`src/rtl/exr_pkg.sv`:
```
package exr_pkg;
   typedef enum logic {
      RET_EXC = 1'b0,
      RET_NMI = 1'b1
   } ret_kind_e;

   localparam int unsigned DEF_WORD_W  = 32;
   localparam int unsigned DEF_KEEP_HI = 2;
   localparam int unsigned DEF_FIELD_W = 28;
   localparam int unsigned DEF_SHIFT   = 10;
endpackage

```
`src/rtl/exr_level_pop.sv`:
```
module exr_level_pop #(
   parameter int unsigned WORD_W  = 32,
   parameter int unsigned KEEP_HI = 2,
   parameter int unsigned FIELD_W = 28,
   parameter int unsigned SHIFT   = 10
) (
   input  logic [WORD_W-1:0] word_in,
   output logic [WORD_W-1:0] word_out
);
   localparam int unsigned LIVE_W   = FIELD_W - SHIFT;
   localparam int unsigned KEEP_LSB = WORD_W - KEEP_HI;

   generate
      if (KEEP_HI + FIELD_W > WORD_W) begin : g_bad_split
         $error("kept bits and field overlap");
      end
      if (SHIFT >= FIELD_W) begin : g_bad_shift
         $error("shift must be smaller than field");
      end
   endgenerate

   for (genvar i = 0; i < WORD_W; i++) begin : g_bit
      if (i >= KEEP_LSB) begin : g_keep
         assign word_out[i] = word_in[i];
      end else if (i < LIVE_W) begin : g_move
         assign word_out[i] = word_in[i+SHIFT];
      end else begin : g_clear
         assign word_out[i] = 1'b0;
      end
   end
endmodule

```
`src/rtl/exr_flag_merge.sv`:
```
module exr_flag_merge #(
   parameter int unsigned WORD_W  = 32,
   parameter int unsigned P_POS   = 7,
   parameter int unsigned R_POS   = 8,
   parameter int unsigned M_POS   = 30,
   parameter bit          NMI_SETS_M = 1'b1
) (
   input  logic [WORD_W-1:0] popped,
   input  logic              prior_r,
   input  exr_pkg::ret_kind_e kind,
   output logic [WORD_W-1:0] merged
);
   logic [WORD_W-1:0] with_p;

   generate
      if (P_POS >= WORD_W || R_POS >= WORD_W || M_POS >= WORD_W) begin : g_bad_pos
         $error("flag position outside word");
      end
      if (P_POS == M_POS) begin : g_bad_pm
         $error("pending and mask flags collide");
      end
   endgenerate

   always_comb begin
      with_p = popped;
      if (!prior_r) with_p[P_POS] = 1'b1;
   end

   generate
      if (NMI_SETS_M) begin : g_force_m
         always_comb begin
            merged = with_p;
            if (kind == exr_pkg::RET_NMI) merged[M_POS] = 1'b1;
         end
      end else begin : g_plain
         assign merged = with_p;
      end
   endgenerate
endmodule

```
`src/rtl/exr_stack_swap.sv`:
```
module exr_stack_swap #(
   parameter int unsigned WORD_W = 32,
   parameter int unsigned U_POS  = 6
) (
   input  logic [WORD_W-1:0] popped,
   input  logic [WORD_W-1:0] cur_sp,
   input  logic [WORD_W-1:0] user_sp,
   output logic              to_user,
   output logic [WORD_W-1:0] next_sp
);
   generate
      if (U_POS >= WORD_W) begin : g_bad_u
         $error("user flag outside word");
      end
   endgenerate

   assign to_user = popped[U_POS];
   assign next_sp = to_user ? user_sp : cur_sp;
endmodule

```
`src/rtl/exr_status_restore.sv`:
```
module exr_status_restore #(
   parameter int unsigned WORD_W  = exr_pkg::DEF_WORD_W,
   parameter int unsigned KEEP_HI = exr_pkg::DEF_KEEP_HI,
   parameter int unsigned FIELD_W = exr_pkg::DEF_FIELD_W,
   parameter int unsigned SHIFT   = exr_pkg::DEF_SHIFT,
   parameter int unsigned U_POS   = 6,
   parameter int unsigned P_POS   = 7,
   parameter int unsigned R_POS   = 8,
   parameter int unsigned M_POS   = 30,
   parameter bit          NMI_SETS_M = 1'b1
) (
   input  logic              clk,
   input  logic              rst_n,
   input  logic              ret_valid,
   input  logic              ret_is_nmi,
   input  logic [WORD_W-1:0] stat_in,
   input  logic [WORD_W-1:0] sp_in,
   input  logic [WORD_W-1:0] usp_in,
   output logic [WORD_W-1:0] stat_out,
   output logic [WORD_W-1:0] sp_out,
   output logic [WORD_W-1:0] ksp_out,
   output logic              ksp_we
);
   logic [WORD_W-1:0]  popped;
   logic [WORD_W-1:0]  merged;
   logic [WORD_W-1:0]  next_sp;
   logic               to_user;
   exr_pkg::ret_kind_e kind;

   assign kind = ret_is_nmi ? exr_pkg::RET_NMI : exr_pkg::RET_EXC;

   exr_level_pop #(
      .WORD_W(WORD_W), .KEEP_HI(KEEP_HI), .FIELD_W(FIELD_W), .SHIFT(SHIFT)
   ) u_pop (
      .word_in(stat_in), .word_out(popped)
   );

   exr_flag_merge #(
      .WORD_W(WORD_W), .P_POS(P_POS), .R_POS(R_POS), .M_POS(M_POS),
      .NMI_SETS_M(NMI_SETS_M)
   ) u_flags (
      .popped(popped), .prior_r(stat_in[R_POS]), .kind(kind), .merged(merged)
   );

   exr_stack_swap #(
      .WORD_W(WORD_W), .U_POS(U_POS)
   ) u_swap (
      .popped(popped), .cur_sp(sp_in), .user_sp(usp_in),
      .to_user(to_user), .next_sp(next_sp)
   );

   always_ff @(posedge clk) begin
      if (!rst_n) begin
         stat_out <= '0;
         sp_out   <= '0;
         ksp_out  <= '0;
         ksp_we   <= 1'b0;
      end else begin
         ksp_we <= ret_valid & to_user;
         if (ret_valid) begin
            stat_out <= merged;
            sp_out   <= next_sp;
            if (to_user) ksp_out <= sp_in;
         end
      end
   end
endmodule

```
`config.mk`:
```
export PLATFORM = sky130hd
export DESIGN_NAME = exr_status_restore
export DESIGN_NICKNAME = d
export VERILOG_FILES = /design/src/rtl/exr_pkg.sv /design/src/rtl/exr_level_pop.sv /design/src/rtl/exr_flag_merge.sv /design/src/rtl/exr_stack_swap.sv /design/src/rtl/exr_status_restore.sv
export SDC_FILE = /design/constraint.sdc
export NUM_CORES = 1
export LEC_CHECK = 0
export BUFFER_PORTS_ARGS = -buffer_cell sky130_fd_sc_hd__buf_2
export CAP_MARGIN = 20
export CORE_UTILIZATION = 50
export CTS_BUF_LIST = sky130_fd_sc_hd__clkbuf_4 sky130_fd_sc_hd__clkbuf_8
export DETAILED_ROUTE_END_ITERATION = 10
export GPL_TIMING_DRIVEN = 1
export MAX_ROUTING_LAYER = met4
export PLACE_DENSITY = 0.89
export SLEW_MARGIN = 20
export SYNTH_ARGS = -nofsm -noshare
export SYNTH_HDL_FRONTEND = slang
export SYNTH_SLANG_ARGS = --single-unit
export TNS_END_PERCENT = 20
```
`constraint.sdc`:
```
create_clock -name clk -period 1.9 [get_ports clk]
set_clock_uncertainty 0.2 [all_clocks]
set_input_delay 0.38 -clock clk [delete_from_list [all_inputs] [get_ports clk]]
set_output_delay 0.38 -clock clk [all_outputs]
set_load 0.03 [all_outputs]
```
==> metrics.txt, run 1 <==
Final TNS setup 0 ps; Clock Sinks 85; worst-path maximum fanout 2; placed cells 611; arrival time at the worst endpoint 900 ps; critical-path cell list buf_2; HP Start stat_in[8]; DR DRC count 0; fin crit period 1480 ps; Clock Pin Slew Worst Setup and Hold Paths 80 ps; outcome complete, no violations; initial antenna violation count 0; largest stage delay on the critical path 350 ps; CP bufs+invs 1; top-level I/O count 197; reg2reg start ksp_out[20]$_SDFFE_PN0P_; total power 4.16 mW; First-pass DRT Iterations 4; CP delay by family, top flip-flops; Port Buffer Count 173; global placer's final weighted congestion 0.759; Initial Util 0.530; vias per cell 5.12; DRT antenna net count 0; chip height 87.8 µm; final slew viol count 0; CTS tree yes; Mapped Cells 370; nets@finish 626; path category of the worst min-delay check primary input to flop; final hold violations 0; Post-DP HPWL 6080 µm; vias post-DR 3,210; Synth cell types 19; final hold slack 37.6 ps; n_diodes 0; RSZ-0062 raised after global routing no; pwr dens 875 mW/mm²; Multi-input gate area 0.00169 mm²; Max-cap violations 0; gr usage total 0.231; Setup crit start kind flop; # H-tree levels 3; fraction of layout cells with a size suffix above 1 0.375; core area 0.00694 mm²; TritonCTS Buffers 9; Final Setup Violations 0; final WL 8500 µm; Post-CTS Hold Buffers 0; first-pass GRT wire length 13,400 µm; area delta synth->final 29.2%; PostCTS Resize Cnt 0; CP endpoint kind primary output; number of global-route vias before repair 3,031; Post-CTS Setup Bufs 0; register area share after synthesis 0.462; period utilization 0.781; Syn. warnings 0; Setup crit start stat_out[3]$_SDFFE_PN0P_; Layout Cells excl Fill 627; clk_lat worst skew 330 ps; clock root cell clkbuf_8; row count 30; chip width 87.8 µm; required time worst endpoint 1320 ps; largest net degree at the start of global routing 86; fillcell total 539; grt ovf 0; area of the mapped netlist 0.00368 mm²; drt first-iter violations 95; flops & latches, synth 85; Slowest cell on crit path dfxtp_1; Reg area 0.00170 mm²; deepest clock path buffer count 2; post-DR wirelength/cell 13.6 µm; syn_area_per_cell 9.95 µm²; fmax 674 MHz; VDD IR-drop max 0.000510 V; crit path kind flop to primary output; P_leak 2.46 nW; total die area 0.00771 mm²
[routing by layer]
layer  GRT usage  up-vias  share of wire
li1            -     1591              -
met1       0.247     1469           0.42
met2       0.401      132           0.49
met3      0.0575       18          0.071
met4       0.106        0          0.022
met5           -        -              0
[worst paths after layout]
kind | endpoint | slack (ps) | cells past startpoint
hold reg to reg | stat_out[2]$_SDFFE_PN0P_ | 320 | 2
setup reg to reg | ksp_out[20]$_SDFFE_PN0P_ | 970 | 2
setup / recovery | stat_out[3] | 420 | 1
hold / removal | stat_out[7]$_SDFFE_PN0P_ | 40 | 2
[stage by stage]
step	worst slack [ps]	instance area (µm²)	utilization
floorplan	556	3720	-
global placement	349	4520	0.652
detailed placement	304	4520	0.652
CTS	397	4760	0.685
global route	365	4760	0.685
finish	415	4760	0.685
[area by class of cell]
cell class | count | share of cell area
clock buffers | 11 | 0.0318
clock inverters | 5 | 0.0174
inverters | 1 | 0.000789
multi-input cells | 246 | 0.355
flip-flops and latches | 85 | 0.358
well taps | 96 | 0.0252
repair buffers | 183 | 0.212
[logic make-up (layout without fill, tap and decap cells)]
group | count (synthesis) | after routing | synth area share
multiplexers | 50 | 50 | 0.136
flip-flops | 85 | 85 | 0.462
buffers and inverters | 50 | 200 | 0.0900
other | 1 | 12 | 0.00102
AO/OA/AOI/OAI | 132 | 132 | 0.223
AND/OR/NAND/NOR | 52 | 52 | 0.0877
[sequential cells by signal, summed over array words and instances (netlist names)]
| register | flops |
|---|---|
| ksp_we | 1 |
| ksp_out | 32 |
| stat_out | 20 |
| sp_out | 32 |
[report_power, final]
group / switching [mW] / leakage [nW] / internal, mW
Sequential: 0.0491 / 0.701 / 1.89
Clock: 0.625 / 0.120 / 0.815
Combinational: 0.496 / 1.64 / 0.291
[cell usage after synthesis, drive strengths merged]
cell type	instances	area (µm²)
dfxtp	85	1700
mux2i	50	500
buf	34	272
o21ai	34	170
a21oi	33	165
and3	33	206
a21boi	32	240
o21a	32	240
nor2b	18	113
clkbuf	15	56.3
a31oi	1	6.26
conb	1	3.75
inv	1	3.75
nor2	1	3.75
[cells in the final DEF, fill, tap and decap left out]
cell type / netlist / layout
buf_12: 2 / 5
inv_1: 1 / 1
mux2i_1: 50 / 50
o21ai_1: 1 / 1
buf_2: 11 / 171
o21ai_0: 33 / 33
clkbuf_8: 0 / 11
buf_4: 16 / 7
and3_1: 33 / 33
dfxtp_1: 85 / 85
o21a_1: 32 / 32
conb_1: 1 / 12
clkinv_4: 0 / 2
clkinv_2: 0 / 1
a21boi_1: 1 / 1
a21oi_1: 33 / 33
nor2b_1: 18 / 18
nor2_1: 1 / 1
a31oi_1: 1 / 1
a21boi_0: 31 / 31
bufinv_16: 0 / 2
No activity file was read; power rests on OpenSTA's default activity.
==> run 2, diff against run 1 <==
- CORE_UTILIZATION: 50 -> 42
- PLACE_DENSITY: 0.89 -> 0.8
- clock period: 1.9 -> 1.3 ns (I/O delays scaled with it)
==> run 2 against run 1 <==
  * Via count is 6.2% higher
  * Wire length increased by 24%
  * Cell area grew 21%
  * Clock power is 44% higher
  * Count of clock-buffer cells in the layout unchanged
  * Combinational power rose by 84%
  * Sequential cell count did not move
  * Sequential share of layout area fell by 4.3 points
  * Largest cell class is now non-clock buffers
==> metrics.txt, run 2 (synthesized netlist as in run 1, its figures left out) <==
core area 0.00834 mm² (+20%); RSZ-0062 raised after global routing yes; row count 33 (+10%); Slowest cell on crit path dfxtp_2; Clock Pin Slew Worst Setup and Hold Paths 90 ps (about the same); total die area 0.00915 mm² (+19%); fraction of layout cells with a size suffix above 1 0.506 (+0.131); arrival time at the worst endpoint 830 ps (-70 ps); grt ovf 0 (unchanged); final hold violations 0 (unchanged); clock root cell clkbuf_8; Initial Util 0.441 (-0.0888); worst-path maximum fanout 2 (unchanged); vias per cell 5.10 (-0.47%); vias post-DR 3,409 (+6.2%); chip width 95.6 µm (+8.9%); crit path kind flop to primary output; final slew viol count 0 (unchanged); CP bufs+invs 1 (unchanged); Port Buffer Count 173 (unchanged); nets@finish 659 (+5.3%); largest net degree at the start of global routing 62 (-28%); Final TNS setup 0 ps (unchanged); gr usage total 0.229 (-0.00172); most frequent cells in the layout buf_2 (86), buf_6 (85), dfxtp_2 (84), mux2i_1 (50); total power 6.43 mW (+54%); deepest clock path buffer count 2 (unchanged); outcome complete, no violations; path category of the worst min-delay check primary input to flop; global placer's final weighted congestion 0.834 (+9.8%); VDD IR-drop max 0.000670 V (+31%); required time worst endpoint 840 ps (-480 ps); chip height 95.6 µm (+8.9%); DR DRC count 0 (unchanged); First-pass DRT Iterations 4 (unchanged); top-level I/O count 197 (unchanged); drt first-iter violations 107 (+13%); post-DR wirelength/cell 15.8 µm (+16%); period utilization 0.994; Setup crit start kind flop; final WL 10,500 µm (+24%); fillcell total 578 (+7.2%); Max-cap violations 0 (unchanged); DRT antenna net count 0 (unchanged); pwr dens 1120 mW/mm² (+28%); TritonCTS Buffers 9 (unchanged); CTS tree yes; top flop regs ksp_out: 32 flops, sp_out: 32 flops, stat_out: 20 flops; fin util 0.688 (+0.00304); initial antenna violation count 1 (+1); Final Setup Violations 0 (unchanged); final hold slack 16.6 ps (-21.0 ps); P_leak 2.72 nW (+11%); fin crit period 1290 ps; largest stage delay on the critical path 360 ps (about the same); first-pass GRT wire length 15,600 µm (+17%); leading cell type in the layout, fill and taps excluded buf_2; # H-tree levels 3 (unchanged); critical-path cell list buf_6; clk_lat worst skew 340 ps (about the same); CP delay by family, top flip-flops; CP endpoint kind primary output; number of global-route vias before repair 3,302 (+8.9%); fmax 774 MHz; area delta synth->final 55.9%; Clock Sinks 85 (unchanged); Post-DP HPWL 5810 µm (-4.4%)
==> run 2: cell count changes in the layout (fill, tap and decap cells not counted), sizes merged <==
cell,delta
dlygate4sd3,+30
buf,+3
clkinv,-2
clkinvlp,+1
diode,+1
==> run 2: repair_timing <==
item / 4_1_cts / 5_1_grt
hold endpoints to repair: 28 / 1
resized for setup: 232 / 22
hold buffers: 29 / 1
setup endpoints to repair: 85 / 79
buffers inserted: 0 / 2
==> run 2: report_power, final <==
group / leakage (nW) / switching [mW] / internal, mW
Combinational: 1.88 / 0.769 / 0.681
Clock: 0.109 / 0.930 / 1.14
Sequential: 0.731 / 0.113 / 2.79
==> run 2: path summary, 6_finish.rpt <==
kind	startpoint	endpoint	slack, ps	depth (start not counted)
worst max-delay path	stat_out[1]$_SDFFE_PN0P_	stat_out[1]	8	1
worst min-delay path	sp_in[4]	sp_out[4]$_SDFFE_PN0P_	20	3
worst max register to register	stat_out[6]$_SDFFE_PN0P_	stat_out[6]$_SDFFE_PN0P_	220	3
worst min register to register	sp_out[6]$_SDFFE_PN0P_	sp_out[6]$_SDFFE_PN0P_	330	2
==> run 2: per-stage QoR <==
step | worst slack (ps) | cells | instance area [µm²]
floorplan | 76.2 | 381 | 3720
global placement | 5.25 | 621 | 4570
detailed placement | -47.7 | 621 | 4570
CTS | -7.62 | 665 | 5660
global route | -35.3 | 669 | 5740
finish | 7.90 | 669 | 5740
==> run 2: area by class of cell <==
cell class,instances,area (µm²),share of cell area
diodes,1,2.50,0.000436
clock buffers,11,145,0.0253
clock inverters,4,72.6,0.0126
inverters,1,3.75,0.000654
multi-input cells,246,1690,0.294
flip-flops and latches,85,1810,0.315
well taps,105,131,0.0229
repair buffers,216,1890,0.329
==> run 2: per-layer routing <==
metal | share of wire | routed length [µm] | track usage | vias to the layer above
met2 | 0.52 | 5440 | 0.404 | 139
met1 | 0.40 | 4260 | 0.250 | 1597
li1 | - | - | - | 1656
met4 | 0.019 | 202 | 0.0833 | 0
met3 | 0.061 | 641 | 0.0558 | 17
met5 | 0 | 0 | - | -
